<file path="src/rtl/nmi_trig_pkg.sv">
package nmi_trig_pkg;

   typedef enum logic [1:0] {
      SENSE_LVL_LOW  = 2'd0,
      SENSE_FALL     = 2'd1,
      SENSE_LVL_HIGH = 2'd2,
      SENSE_RISE     = 2'd3
   } sense_mode_e;

   localparam int NUM_LAYOUTS = 4;

   // Byte offsets of the control register per layout.
   function automatic int ctl_offset(input int layout);
      case (layout)
         2:       return 'h0C;
         default: return 'h00;
      endcase
   endfunction

   // Byte offsets of the pending register per layout.
   function automatic int pend_offset(input int layout);
      case (layout)
         1:       return 'h08;
         2:       return 'h10;
         default: return 'h04;
      endcase
   endfunction

   // Byte offsets of the enable register per layout.
   function automatic int en_offset(input int layout);
      case (layout)
         1:       return 'h04;
         2:       return 'h40;
         3:       return 'h34;
         default: return 'h08;
      endcase
   endfunction

   // Highest offset a layout uses, for the address width check.
   function automatic int max_offset(input int layout);
      int m;
      m = ctl_offset(layout);
      if (pend_offset(layout) > m) m = pend_offset(layout);
      if (en_offset(layout) > m) m = en_offset(layout);
      return m;
   endfunction

endpackage

</file>
<file path="src/rtl/nmi_sync_chain.sv">
module nmi_sync_chain #(
   parameter int STAGES = 2
) (
   input  logic clk,
   input  logic rst_n,
   input  logic d_async,
   output logic q_sync
);
   logic [STAGES-1:0] stg_q;

   for (genvar i = 0; i < STAGES; i++) begin : g_stage
      if (i == 0) begin : g_first
         always_ff @(posedge clk or negedge rst_n) begin
            if (!rst_n) stg_q[0] <= 1'b0;
            else        stg_q[0] <= d_async;
         end
      end else begin : g_next
         always_ff @(posedge clk or negedge rst_n) begin
            if (!rst_n) stg_q[i] <= 1'b0;
            else        stg_q[i] <= stg_q[i-1];
         end
      end
   end

   assign q_sync = stg_q[STAGES-1];
endmodule

</file>
<file path="src/rtl/nmi_sense_detect.sv">
module nmi_sense_detect
   import nmi_trig_pkg::*;
(
   input  logic        clk,
   input  logic        rst_n,
   input  logic        line_sync,
   input  sense_mode_e mode,
   output logic        event_hit
);
   logic line_prev_q;

   always_ff @(posedge clk or negedge rst_n) begin
      if (!rst_n) line_prev_q <= 1'b0;
      else        line_prev_q <= line_sync;
   end

   always_comb begin
      unique case (mode)
         SENSE_LVL_LOW:  event_hit = !line_sync;
         SENSE_FALL:     event_hit = line_prev_q && !line_sync;
         SENSE_LVL_HIGH: event_hit = line_sync;
         SENSE_RISE:     event_hit = !line_prev_q && line_sync;
         default:        event_hit = 1'b0;
      endcase
   end
endmodule

</file>
<file path="src/rtl/nmi_trig_regs.sv">
module nmi_trig_regs
   import nmi_trig_pkg::*;
#(
   parameter int ADDR_W = 8,
   parameter int DATA_W = 32,
   parameter int LAYOUT = 0
) (
   input  logic              clk,
   input  logic              rst_n,
   input  logic              bus_sel,
   input  logic              bus_wr,
   input  logic [ADDR_W-1:0] bus_addr,
   input  logic [DATA_W-1:0] bus_wdata,
   output logic [DATA_W-1:0] bus_rdata,
   input  logic              event_hit,
   output sense_mode_e       mode,
   output logic              pend,
   output logic              enable
);
   localparam logic [ADDR_W-1:0] OFF_CTL  = ADDR_W'(ctl_offset(LAYOUT));
   localparam logic [ADDR_W-1:0] OFF_PEND = ADDR_W'(pend_offset(LAYOUT));
   localparam logic [ADDR_W-1:0] OFF_EN   = ADDR_W'(en_offset(LAYOUT));

   sense_mode_e       mode_q;
   logic              pend_q;
   logic              en_q;
   logic [DATA_W-1:0] rdata_q;
   logic [DATA_W-1:0] rd_mux;
   logic              hit_ctl, hit_pend, hit_en;
   logic              wr_cyc, rd_cyc, clr_pend;
   logic [1:0]        mode_bits;

   assign hit_ctl  = (bus_addr == OFF_CTL);
   assign hit_pend = (bus_addr == OFF_PEND);
   assign hit_en   = (bus_addr == OFF_EN);
   assign wr_cyc   = bus_sel && bus_wr;
   assign rd_cyc   = bus_sel && !bus_wr;
   assign clr_pend = wr_cyc && hit_pend && bus_wdata[0];
   assign mode_bits = mode_q;

   always_comb begin
      rd_mux = '0;
      if (hit_ctl)       rd_mux = DATA_W'(mode_bits);
      else if (hit_pend) rd_mux = DATA_W'(pend_q);
      else if (hit_en)   rd_mux = DATA_W'(en_q);
   end

   always_ff @(posedge clk or negedge rst_n) begin
      if (!rst_n) begin
         mode_q  <= SENSE_LVL_LOW;
         pend_q  <= 1'b0;
         en_q    <= 1'b0;
         rdata_q <= '0;
      end else begin
         if (wr_cyc && hit_ctl) mode_q <= sense_mode_e'(bus_wdata[1:0]);
         if (wr_cyc && hit_en)  en_q   <= bus_wdata[0];
         pend_q  <= event_hit || (pend_q && !clr_pend);
         rdata_q <= rd_cyc ? rd_mux : '0;
      end
   end

   assign mode      = mode_q;
   assign pend      = pend_q;
   assign enable    = en_q;
   assign bus_rdata = rdata_q;
endmodule

</file>
<file path="src/rtl/nmi_trigger_ctrl.sv">
module nmi_trigger_ctrl
   import nmi_trig_pkg::*;
#(
   parameter int ADDR_W      = 8,
   parameter int DATA_W      = 32,
   parameter int LAYOUT      = 0,
   parameter int SYNC_STAGES = 2
) (
   input  logic              clk,
   input  logic              rst_n,
   input  logic              nmi_in,
   input  logic              bus_sel,
   input  logic              bus_wr,
   input  logic [ADDR_W-1:0] bus_addr,
   input  logic [DATA_W-1:0] bus_wdata,
   output logic [DATA_W-1:0] bus_rdata,
   output logic              irq_req
);
   if (LAYOUT < 0 || LAYOUT >= NUM_LAYOUTS) begin : g_bad_layout
      $error("nmi_trigger_ctrl: LAYOUT out of range");
   end
   if ((1 << ADDR_W) <= max_offset(LAYOUT)) begin : g_bad_addr
      $error("nmi_trigger_ctrl: ADDR_W too narrow for the chosen layout");
   end
   if (DATA_W < 2) begin : g_bad_data
      $error("nmi_trigger_ctrl: DATA_W must hold the sense field");
   end
   if (SYNC_STAGES < 2) begin : g_bad_sync
      $error("nmi_trigger_ctrl: at least two synchronizer stages needed");
   end

   logic        line_sync;
   logic        event_hit;
   sense_mode_e mode;
   logic        pend;
   logic        enable;

   nmi_sync_chain #(.STAGES(SYNC_STAGES)) u_sync (
      .clk     (clk),
      .rst_n   (rst_n),
      .d_async (nmi_in),
      .q_sync  (line_sync)
   );

   nmi_sense_detect u_detect (
      .clk       (clk),
      .rst_n     (rst_n),
      .line_sync (line_sync),
      .mode      (mode),
      .event_hit (event_hit)
   );

   nmi_trig_regs #(
      .ADDR_W (ADDR_W),
      .DATA_W (DATA_W),
      .LAYOUT (LAYOUT)
   ) u_regs (
      .clk       (clk),
      .rst_n     (rst_n),
      .bus_sel   (bus_sel),
      .bus_wr    (bus_wr),
      .bus_addr  (bus_addr),
      .bus_wdata (bus_wdata),
      .bus_rdata (bus_rdata),
      .event_hit (event_hit),
      .mode      (mode),
      .pend      (pend),
      .enable    (enable)
   );

   assign irq_req = pend && enable;
endmodule

</file>
<file path="config.mk">
export PLATFORM = sky130hd
export DESIGN_NAME = nmi_trigger_ctrl
export DESIGN_NICKNAME = d
export VERILOG_FILES = /design/src/rtl/nmi_trig_pkg.sv /design/src/rtl/nmi_sync_chain.sv /design/src/rtl/nmi_sense_detect.sv /design/src/rtl/nmi_trig_regs.sv /design/src/rtl/nmi_trigger_ctrl.sv
export SDC_FILE = /design/constraint.sdc
export NUM_CORES = 1
export LEC_CHECK = 0
export BUFFER_PORTS_ARGS = -buffer_cell sky130_fd_sc_hd__buf_2
export CELL_PAD_IN_SITES_DETAIL_PLACEMENT = 1
export CELL_PAD_IN_SITES_GLOBAL_PLACEMENT = 2
export CORE_MARGIN = 5
export CORE_UTILIZATION = 16
export CTS_CLUSTER_DIAMETER = 200
export CTS_CLUSTER_SIZE = 10
export DETAILED_ROUTE_END_ITERATION = 6
export PLACE_DENSITY = 0.87
export SETUP_SLACK_MARGIN = 0.3
export SLEW_MARGIN = 10
export SYNTH_ARGS = -nofsm -noshare
export SYNTH_HDL_FRONTEND = slang
export SYNTH_SLANG_ARGS = --single-unit
export TNS_END_PERCENT = 20
</file>
<file path="constraint.sdc">
create_clock -name clk -period 1.4 [get_ports clk]
set_input_delay 0.14 -clock clk [delete_from_list [all_inputs] [get_ports clk]]
set_output_delay 0.14 -clock clk [all_outputs]
set_load 0.05 [all_outputs]
</file>
==> results of run 1 <==
==> where the power goes <==
group / switching, W / total (W) / internal, W
registers: 0.00000417 / 0.000272 / 0.000268
logic: 0.000206 / 0.000244 / 0.0000373
clock network: 0.0000959 / 0.000294 / 0.000198
total: 0.000307 / 0.000810 / 0.000503
==> synthesized netlist by cell type, drive strengths merged <==
cell	count	area, um2
nor2	2	7.51
or4	3	26.3
a21oi	1	5.00
dfrtp	9	225
buf	30	225
nor3	3	15.0
nand2	2	7.51
inv	2	7.51
mux2	3	33.8
o22ai	1	6.26
conb	1	3.75
xor2	1	8.76
a21o	1	7.51
or3	1	6.26
and2	1	6.26
nor2b	1	6.26
nor4bb	1	10.0
or4b	1	10.0
xnor2	1	8.76
or3b	1	8.76
==> critical path: cells and delay by family <==
kind                   cells  cell delay [ns]
buffers and inverters      1             0.09
and+or+nand+nor            3             1.27
==> stage by stage <==
stage / hold WS [ns] / setup slack, ns
4_1_cts: 0.00861 / 0.0195
6_report: 0.0173 / 0.0321
2_1_floorplan: -0.156 / 0.0146
3_3_place_gp: -0.00127 / -0.149
3_5_place_dp: 0.00327 / -0.258
5_1_grt: 0.0122 / 0.0175
==> logic make-up (layout without fill, tap and decap cells) <==
family                    count (synthesis)  after routing  share of synthesized area [%]
xor gates and xnor gates                  2              2                           2.76
buffers and inverters                    32             28                           36.6
AOI/OAI and AO/OA                         3              3                           2.95
other                                     1             30                          0.590
DFF                                       9              9                           35.4
and+or+nand+nor                          16             16                           16.3
muxes                                     3              3                           5.31
==> state kept, by name, summed over array words and instances (netlist names) <==
name,cells
u_regs.mode,2
u_regs.enable,1
u_sync.q_sync,1
u_sync.stg_q,1
u_regs.pend,1
u_detect.line_prev_q,1
u_regs.bus_rdata,2
==> what timing repair did <==
item | in CTS | in global routing
endpoints found under the hold margin | 9 | 0
gates resized for setup | 3 | 1
hold buffers | 1 | 0
pin swaps | 1 | 3
buffers inserted | 0 | 0
setup endpoints to repair | 7 | 7
==> final cells by class <==
| type | count | share of cell area (%) |
|---|---|---|
| inverter | 2 | 0.955 |
| tap | 50 | 7.96 |
| multi-input combinational | 54 | 40.0 |
| sequential | 9 | 28.7 |
| timing repair buffer | 22 | 16.7 |
| clock buffer | 4 | 5.73 |
==> layer usage <==
metal  vias up  part of all wire (%)  GRT usage (%)
met5         -                     0              0
met4         0                   1.3           2.46
met3         4                   9.4           2.75
met2        29                    47           7.55
met1       200                    42           5.39
li1        208                     -              -
==> path summary, 6_finish.rpt <==
| check | start | endpoint | slack [ns] | depth (start not counted) |
|---|---|---|---|---|
| max | bus_addr[4] | u_regs.bus_rdata[0] | 0.03 | 4 |
| min | nmi_in | u_sync.stg_q[0] | 0.02 | 1 |
| min reg2reg | u_sync.stg_q[0] | u_sync.q_sync | 0.35 | 0 |
| min in group asynchronous | rst_n | u_regs.bus_rdata[1] | 0.30 | 2 |
| max reg2reg | u_regs.pend | u_regs.bus_rdata[0] | 0.44 | 3 |
| max in group asynchronous | rst_n | u_regs.enable | 0.92 | 2 |
==> flow_metrics.env, run 1 <==
export IMPL_status="finished clean"
export IMPL_drt_first_iter_violations=0
export IMPL_design_portCount=78
export IMPL_skew_ns=0.00239
export IMPL_tritoncts_clock_tree="yes"
export IMPL_postSynthRegisterBits=9
export IMPL_die_width_um=73.0
export IMPL_fin_crit_sh_pct=97.7
export IMPL_multi_input_combinational_cell_area_um2=314
export IMPL_avgSynthCellArea_um2=9.63
export IMPL_synthCells=66
export IMPL_postPlaceCellArea_um2=707
export IMPL_hold_viol_final=0
export IMPL_cts_max_level=1
export IMPL_wire_length_of_the_first_global_routing_pass_um=1950
export IMPL_cts_buffer_depth=2
export IMPL_antenna_cells_inserted=0
export IMPL_remaining_drc_errors=0
export IMPL_drtAntennaViolNets=0
export IMPL_worst_setup_hold_path_clk_slew_ns=0.04
export IMPL_period_minus_ws_final_ns=1.37
export IMPL_area_growth_pct=23.6
export IMPL_final_cell_mix="30 x conb_1, 16 x buf_2, 9 x dfrtp_1"
export IMPL_critical_path_cell_chain="buf_6 -> or4_4 -> or3b_4 -> nor4bb_4"
export IMPL_pwr_density_cell_nw_per_um2=1030
export IMPL_core_rowCount=23
export IMPL_layoutNonFillerInstCount=141
export IMPL_finalSetupViolations=0
export IMPL_worst_path_largest_cell_delay_ns=0.56
export IMPL_worstSetupEndpointType="flop"
export IMPL_antenna_found_initial=0
export IMPL_drt_vias_per_instance=3.13
export IMPL_grt_total_usage_pct=4.91
export IMPL_first_global_vias=468
export IMPL_fmax_ghz=0.731
export IMPL_syn_area_um2=636
export IMPL_grt_setup_unrepaired="yes"
export IMPL_wl_per_cell_um=9.50
export IMPL_design_final_nets=137
export IMPL_clock_insertion_delay_worst_skew_ns=0.23
export IMPL_postRouteWirelength_um=1340
export IMPL_route_vias_total=441
export IMPL_fin_total_pwr_w=0.000810
export IMPL_die_height_um=73.0
export IMPL_worstHoldPathType="in -> reg"
export IMPL_timing_max_transition_violations_final=0
export IMPL_timing_critical_path_required_ns=1.53
export IMPL_cts_sink_count=9
export IMPL_register_area_share_after_synthesis_pct=35.4
export IMPL_fp_coreArea_um2=3910
export IMPL_worst_ep_arrival_time_ns=1.50
export IMPL_final_design_area_no_fill_um2=786
export IMPL_dpl_cell_count=136
export IMPL_final_setup_tns_ns=0
export IMPL_max_cap_violations=0
export IMPL_synth_cell_types=21
export IMPL_cts_buffers_inserted=3
export IMPL_grt_remaining_overflow=0
export IMPL_path_max_fanout=4
export IMPL_layout_commonest_cell="conb_1"
export IMPL_criticalPathCategory="in -> reg"
export IMPL_place_port_buffers=17
export IMPL_power_leakage_nw=0.390
export IMPL_synth_yosys_warnings=0
export IMPL_first_pass_iters=1
export IMPL_post_route_cells_drive_above_1_share_pct=36.3
export IMPL_clock_tree_root_cell="clkbuf_8"
export IMPL_design_die_area_um2=5330
export IMPL_vdd_ir_drop_worst_mv=0.374
export IMPL_nFillCells=494
export IMPL_critPathLaunchType="input pin"
export IMPL_post_route_util_pct=20.1
export IMPL_gpl_final_weighted_congestion=0.717
export IMPL_worst_path_max_delay_cell="or4_4"
export IMPL_sequential_cell_area_um2=225
export IMPL_initial_utilization_pct=16.2
export IMPL_largest_net_degree_at_the_start_of_global_routing=10
Power figures use the tool's default switching activity.
==> run 2, diff against run 1 <==
--- a/config.mk
+++ b/config.mk
@@ -11,12 +11,13 @@
 export CORE_MARGIN = 5
 export CORE_UTILIZATION = 16
 export CTS_CLUSTER_DIAMETER = 200
-export CTS_CLUSTER_SIZE = 10
+export CTS_CLUSTER_SIZE = 25
 export DETAILED_ROUTE_END_ITERATION = 6
-export PLACE_DENSITY = 0.87
+export PLACE_DENSITY = 0.84
 export SETUP_SLACK_MARGIN = 0.3
 export SLEW_MARGIN = 10
 export SYNTH_ARGS = -nofsm -noshare
 export SYNTH_HDL_FRONTEND = slang
+export SYNTH_HIERARCHICAL = 1
 export SYNTH_SLANG_ARGS = --single-unit
 export TNS_END_PERCENT = 20
==> constraint.sdc (replaced) <==
create_clock -name clk -period 1.61 [get_ports clk]
set_input_delay 0.161 -clock clk [delete_from_list [all_inputs] [get_ports clk]]
set_output_delay 0.161 -clock clk [all_outputs]
set_load 0.05 [all_outputs]
==> run 2 against run 1 <==
Net effect:
- clock skew increased by 0.0010 ns
- via count decreased by 2.5%
- routed wire length increased by 1.1%
- hold slack improved by 0.013 ns
- core utilization decreased by 1.5 points
- sequential power decreased by 13%
- combinational power decreased by 16%
- sequential share of layout area increased by 1.7 points
- non-clock buffer count decreased by 4
- die area increased by 2.7%
- critical path depth decreased by 2
- critical endpoint is now irq_req
- highest routed layer unchanged
==> flow_metrics.env, run 2 <==
export IMPL_worst_hold_path_endpoint="u_sync/stg_q[0]"
export IMPL_holdWs_ns=0.0303
export IMPL_remaining_drc_errors=0
export IMPL_synth_edf_count=0
export IMPL_top_cell_types_by_occurrence_after_synthesis="30 x buf_4, 9 x dfrtp_1, 3 x mux2_1"
export IMPL_tritoncts_clock_tree="yes"
export IMPL_design_die_area_um2=5480
export IMPL_synth_largest_area_cell="buf_4"
export IMPL_synthCells=65
export IMPL_worst_r2r_startpoint="u_regs/mode[1]"
export IMPL_hold_viol_final=0
export IMPL_netlist_top_cells_area="buf_4 34%, dfrtp_1 34%, mux2_1 5.2%"
export IMPL_final_setup_tns_ns=0
export IMPL_worst_path_max_delay_cell="dfrtp_1"
export IMPL_worst_r2r_endpoint="u_regs/pend"
export IMPL_critical_path_top_delay_family="flip-flops"
export IMPL_worst_slack_ns=0.461
export IMPL_cts_max_level=1
export IMPL_design_final_nets=132
export IMPL_antenna_found_initial=0
export IMPL_drt_first_iter_violations=11
export IMPL_synth_cell_types=24
export IMPL_avgSynthCellArea_um2=10.1
export IMPL_period_minus_ws_final_ns=1.15
export IMPL_cts_repair_timing_setup_buffer_count=0
export IMPL_timing_critical_path_required_ns=1.45
export IMPL_ff2ff_path_depth=3
export IMPL_cts_sink_count=9
export IMPL_drtAntennaViolNets=0
export IMPL_place_port_buffers=17
export IMPL_criticalPathCategory="reg -> out"
export IMPL_p_int_w=0.000430
export IMPL_max_cap_violations=0
export IMPL_die_width_um=74.0
export IMPL_worst_setup_hold_path_clk_slew_ns=0.05
export IMPL_path_buf_inv=1
export IMPL_critPathLaunchType="flop"
export IMPL_gpl_final_weighted_congestion=0.619
export IMPL_timing_hold_worst_path_depth=1
export IMPL_finalSetupViolations=0
export IMPL_skew_ns=0.00340
export IMPL_power_leakage_nw=0.392
export IMPL_synth_top_cell_area_share_pct=34.4
export IMPL_switching_share_pct=39.2
export IMPL_syn_area_um2=656
export IMPL_timing_max_transition_violations_final=0
export IMPL_path_max_fanout=3
export IMPL_postRouteWirelength_um=1350
export IMPL_status="finished clean"
export IMPL_ys_async_sr_fraction_pct=100
export IMPL_critical_path_cell_chain="and2_1 -> buf_2"
export IMPL_post_route_cells_drive_above_1_share_pct=26.7
export IMPL_fmax_ghz=0.870
export IMPL_design_portCount=78
export IMPL_pwr_density_cell_nw_per_um2=954
export IMPL_seqPwrFrac_pct=33.4
export IMPL_route_vias_total=430
export IMPL_worstSetupEndpointType="output port"
export IMPL_cts_resized=0
export IMPL_dp_final_hpwl_um=1200
export IMPL_grt_setup_unrepaired="no"
export IMPL_wire_length_of_the_first_global_routing_pass_um=2030
export IMPL_worst_slack_placed_ns=0.372
export IMPL_p_switching_w=0.000277
export IMPL_worst_ep_arrival_time_ns=0.99
export IMPL_first_global_vias=436
export IMPL_antenna_cells_inserted=0
export IMPL_worst_path_largest_cell_delay_ns=0.39
export IMPL_synthMostInstantiatedCell="buf_4"
export IMPL_initial_utilization_pct=16.4
export IMPL_layoutNonFillerInstCount=136
export IMPL_clock_insertion_delay_worst_skew_ns=0.24
export IMPL_postSynthRegisterBits=9
export IMPL_power_combinational_fraction_pct=29.1
export IMPL_final_cell_mix="30 x conb_1, 17 x buf_2, 9 x dfrtp_1"
export IMPL_layout_commonest_cell="conb_1"
export IMPL_post_cts_hold_buffer_count=1
export IMPL_die_height_um=74.0
export IMPL_drt_vias_per_instance=3.16
export IMPL_wl_per_cell_um=9.96
export IMPL_fp_coreArea_um2=4000
export IMPL_hold_start="nmi_in"
export IMPL_register_area_share_after_synthesis_pct=34.4
export IMPL_dpl_cell_count=131
export IMPL_grt_total_usage_pct=5.41
export IMPL_worst_r2r_setup_slack_ns=0.67
export IMPL_first_pass_iters=4
export IMPL_worstHoldPathType="in -> reg"
export IMPL_fin_crit_sh_pct=71.4
export IMPL_core_rowCount=23
export IMPL_cts_buffer_depth=2
export IMPL_dominant_register_cell_in_the_synthesized_netlist="dfrtp_1"
export IMPL_clock_tree_root_cell="clkbuf_8"
export IMPL_post_route_util_pct=18.5
export IMPL_vdd_ir_drop_worst_mv=0.189
export IMPL_cts_buffers_inserted=3
export IMPL_grt_remaining_overflow=0
export IMPL_p_clk_share_pct=37.5
export IMPL_synth_yosys_warnings=6
export IMPL_area_growth_pct=13.2
export IMPL_largest_net_degree_at_the_start_of_global_routing=10
[run 2: cell count changes after synthesis, moves of 2 or more]
cell / delta
or4_1: -2
nand4_1: +2
nand2_1: -2
mux2_2: -3
mux2_1: +3
nor3_1: -2
[run 2: worst max path at each step]
stage	startpoint	cells after the start	endpoint
after floorplan	bus_addr[1]	3	u_regs/mode[1]
after global placement	bus_addr[1]	4	u_regs/mode[0]
after detailed placement	bus_addr[1]	4	u_regs/mode[1]
after CTS	u_regs/pend	2	irq_req
after global routing	u_regs/pend	2	irq_req
final	u_regs/pend	2	irq_req
[run 2: final cells by class]
cell class,count,area [um2]
clock buffer,4,45.0
timing repair buffer,18,95.1
fill,484,3260
tap,50,62.6
multi-input combinational,54,310
sequential,9,225
inverter,1,3.75
[run 2: power groups by stage]
stage | registers (W) | logic (W) | clock network, W
after floorplan | 0.000239 | 0.000227 | 0
after global placement | 0.000240 | 0.000200 | 0
after detailed placement | 0.000240 | 0.000202 | 0
after CTS | 0.000237 | 0.000204 | 0.000282
after global routing | 0.000237 | 0.000217 | 0.000300
final | 0.000237 | 0.000206 | 0.000265
[run 2: layer usage]
layer / GRT usage [%] / vias up / share of wire, %
met5: 0 / - / 0
met4: 6.64 / 0 / 5.3
met3: 2.16 / 5 / 12
met2: 8.96 / 29 / 53
met1: 4.41 / 197 / 30
li1: - / 199 / -
[run 2: cells by family after synthesis]
| family | Yosys count | synth area share, % |
|---|---|---|
| xor+xnor | 2 | 2.67 |
| mux | 3 | 5.15 |
| compound gates | 3 | 2.86 |
| simple gates | 16 | 19.5 |
| flops | 9 | 34.4 |
| other cells | 1 | 0.572 |
| buf+inv | 31 | 34.9 |
[run 2: per-stage QoR]
stage	power (W)	instance area, um2
finish	0.000708	742
global route	0.000753	742
CTS	0.000723	742
detailed placement	0.000443	687
global placement	0.000440	687
floorplan	0.000466	764
==> run 3, diff against run 2 <==
--- a/config.mk
+++ b/config.mk
@@ -9,11 +9,11 @@
 export CELL_PAD_IN_SITES_DETAIL_PLACEMENT = 1
 export CELL_PAD_IN_SITES_GLOBAL_PLACEMENT = 2
 export CORE_MARGIN = 5
-export CORE_UTILIZATION = 16
+export CORE_UTILIZATION = 14
 export CTS_CLUSTER_DIAMETER = 200
 export CTS_CLUSTER_SIZE = 25
 export DETAILED_ROUTE_END_ITERATION = 6
-export PLACE_DENSITY = 0.84
+export PLACE_DENSITY = 0.78
 export SETUP_SLACK_MARGIN = 0.3
 export SLEW_MARGIN = 10
 export SYNTH_ARGS = -nofsm -noshare
==> constraint.sdc (replaced) <==
create_clock -name clk -period 0.94 [get_ports clk]
set_input_delay 0.094 -clock clk [delete_from_list [all_inputs] [get_ports clk]]
set_output_delay 0.094 -clock clk [all_outputs]
set_load 0.05 [all_outputs]
==> run 3 against run 2 <==
Net effect:
- the flow now finishes with violations (negative setup slack)
- clock power up 66%
- worst setup slack got worse by 0.53 ns
- final area is 12% higher
- core utilization grew 0.23 points
- sequential cell count is the same
- sequential share of layout area shrank 3.4 points
- clock skew shrank 0.0032 ns
- power up 72%
- first-iteration DRC count shrank 55%
==> flow_metrics.env, run 3 (synthesis gave the netlist of run 2 again) <==
export IMPL_worst_slack_ns=-0.0678
export IMPL_cts_max_level=1
export IMPL_switching_share_pct=38.1
export IMPL_drt_first_iter_violations=5
export IMPL_p_int_w=0.000756
export IMPL_fmax_ghz=0.992
export IMPL_critical_path_top_delay_family="flip-flops"
export IMPL_initial_utilization_pct=14.8
export IMPL_seqPwrFrac_pct=33.3
export IMPL_vdd_ir_drop_worst_mv=0.308
export IMPL_postRouteWirelength_um=1400
export IMPL_dp_final_hpwl_um=1170
export IMPL_drt_vias_per_instance=3.12
export IMPL_design_final_nets=136
export IMPL_design_die_area_um2=6150
export IMPL_cts_buffer_depth=2
export IMPL_max_cap_violations=0
export IMPL_core_rowCount=24
export IMPL_fin_crit_sh_pct=107
export IMPL_post_route_cells_drive_above_1_share_pct=34.4
export IMPL_critPathLaunchType="flop"
export IMPL_first_pass_iters=4
export IMPL_pwr_density_cell_nw_per_um2=1460
export IMPL_antenna_found_initial=0
export IMPL_tritoncts_clock_tree="yes"
export IMPL_skew_ns=0.000175
export IMPL_die_height_um=78.4
export IMPL_area_growth_pct=27.3
export IMPL_antenna_cells_inserted=0
export IMPL_wl_per_cell_um=9.87
export IMPL_path_buf_inv=1
export IMPL_final_design_area_no_fill_um2=835
export IMPL_route_vias_total=443
export IMPL_die_width_um=78.4
export IMPL_cts_buffers_inserted=3
export IMPL_worst_path_max_delay_cell="dfrtp_1"
export IMPL_cts_sink_count=9
export IMPL_worstSetupEndpointType="output port"
export IMPL_grt_remaining_overflow=0
export IMPL_fin_total_pwr_w=0.00122
export IMPL_clock_insertion_delay_worst_skew_ns=0.23
export IMPL_fp_coreArea_um2=4440
export IMPL_worst_path_largest_cell_delay_ns=0.39
export IMPL_p_switching_w=0.000464
export IMPL_timing_critical_path_required_ns=0.85
export IMPL_worst_slack_placed_ns=-0.216
export IMPL_final_cell_mix="30 x conb_1, 12 x buf_2, 9 x dfrtp_1"
export IMPL_nFillCells=544
export IMPL_first_global_vias=436
export IMPL_power_combinational_fraction_pct=30.6
export IMPL_critical_path_cell_chain="and2_4 -> buf_6"
export IMPL_criticalPathCategory="reg -> out"
export IMPL_drtAntennaViolNets=0
export IMPL_layout_commonest_cell="conb_1"
export IMPL_worstHoldPathType="in -> reg"
export IMPL_timing_max_transition_violations_final=0
export IMPL_worst_ep_arrival_time_ns=0.91
export IMPL_design_portCount=78
export IMPL_grt_total_usage_pct=4.57
export IMPL_postPlaceCellArea_um2=689
export IMPL_finalSetupViolations=2
export IMPL_place_port_buffers=17
export IMPL_hold_viol_final=0
export IMPL_power_leakage_nw=0.428
export IMPL_grt_setup_unrepaired="yes"
export IMPL_path_max_fanout=3
export IMPL_period_minus_ws_final_ns=1.01
export IMPL_remaining_drc_errors=0
export IMPL_status="finished with violations"
export IMPL_clock_tree_root_cell="clkbuf_8"
export IMPL_largest_net_degree_at_the_start_of_global_routing=10
export IMPL_worst_setup_hold_path_clk_slew_ns=0.04
export IMPL_failing_checks="negative setup slack"
export IMPL_wire_length_of_the_first_global_routing_pass_um=2080
export IMPL_p_clk_share_pct=36.1
export IMPL_gpl_final_weighted_congestion=0.726
==> run 3: cell count changes in the layout (fill, tap and decap cells not counted), sizes merged <==
cell and delta:
buf +3, dlygate4sd3 +1
==> run 3: worst register-to-register path: cells and delay by family, from the launching register on <==
family | cells | cell delay [ns]
flip-flops | 1 | 0.39
buffers and inverters | 1 | 0.14
AO/OA/AOI/OAI | 1 | 0.07
AND/OR/NAND/NOR | 2 | 0.26
==> run 3: final cells by class <==
cell class / instances / area (um2) / area share, %
multi-input cells: 54 / 329 / 39.4
flip-flops and latches: 9 / 225 / 27.0
repair buffers: 22 / 166 / 19.9
well taps: 52 / 65.1 / 7.80
clock buffers: 4 / 45.0 / 5.40
inverters: 1 / 3.75 / 0.450
==> run 3: final timing paths <==
kind	start	slack (ns)	depth (start not counted)	endpoint
min in group asynchronous	rst_n	0.25	2	u_regs/bus_rdata[1]
max	u_regs/enable	-0.07	2	irq_req
min reg2reg	u_sync/stg_q[0]	0.34	0	u_sync/q_sync
max reg2reg	u_regs/enable	-0.03	4	u_regs/bus_rdata[0]
max in group asynchronous	rst_n	0.52	2	u_regs/bus_rdata[0]
min	bus_wdata[1]	0.10	2	u_regs/mode[1]
==> run 3: stage by stage <==
stage | utilization, % | cells | TNS (ns) | hold slack, ns
6_report | 18.8 | 142 | -0.102 | 0.100
2_1_floorplan | - | 94 | 0 | -0.202
4_1_cts | 18.5 | 141 | -0.0693 | 0.0948
3_3_place_gp | 15.5 | 133 | -0.550 | -0.0479
3_5_place_dp | 15.5 | 133 | -0.620 | -0.0450
5_1_grt | 18.8 | 142 | -0.211 | 0.0963
==> run 3: power groups by stage <==
stage / clock, W / sequential (W) / combinational [W]
floorplan: 0 / 0.000410 / 0.000388
global placement: 0 / 0.000411 / 0.000344
detailed placement: 0 / 0.000411 / 0.000345
CTS: 0.000456 / 0.000406 / 0.000367
global route: 0.000476 / 0.000407 / 0.000390
finish: 0.000441 / 0.000406 / 0.000373
==> run 3: what timing repair did <==
item	in CTS	in global routing
setup buffers	2	1
hold buffers	2	0
gates resized for setup	16	1
cloned	0	0
endpoints found under the hold margin	10	0
pin swaps	6	2
endpoints found under the setup margin	9	9
==> run 3: per-layer routing <==
layer	vias to the layer above	wire [um]	track usage (%)
met4	0	55	4.72
met1	197	569	5.10
met5	-	0	0
li1	208	-	-
met2	33	655	6.68
met3	5	122	1.37
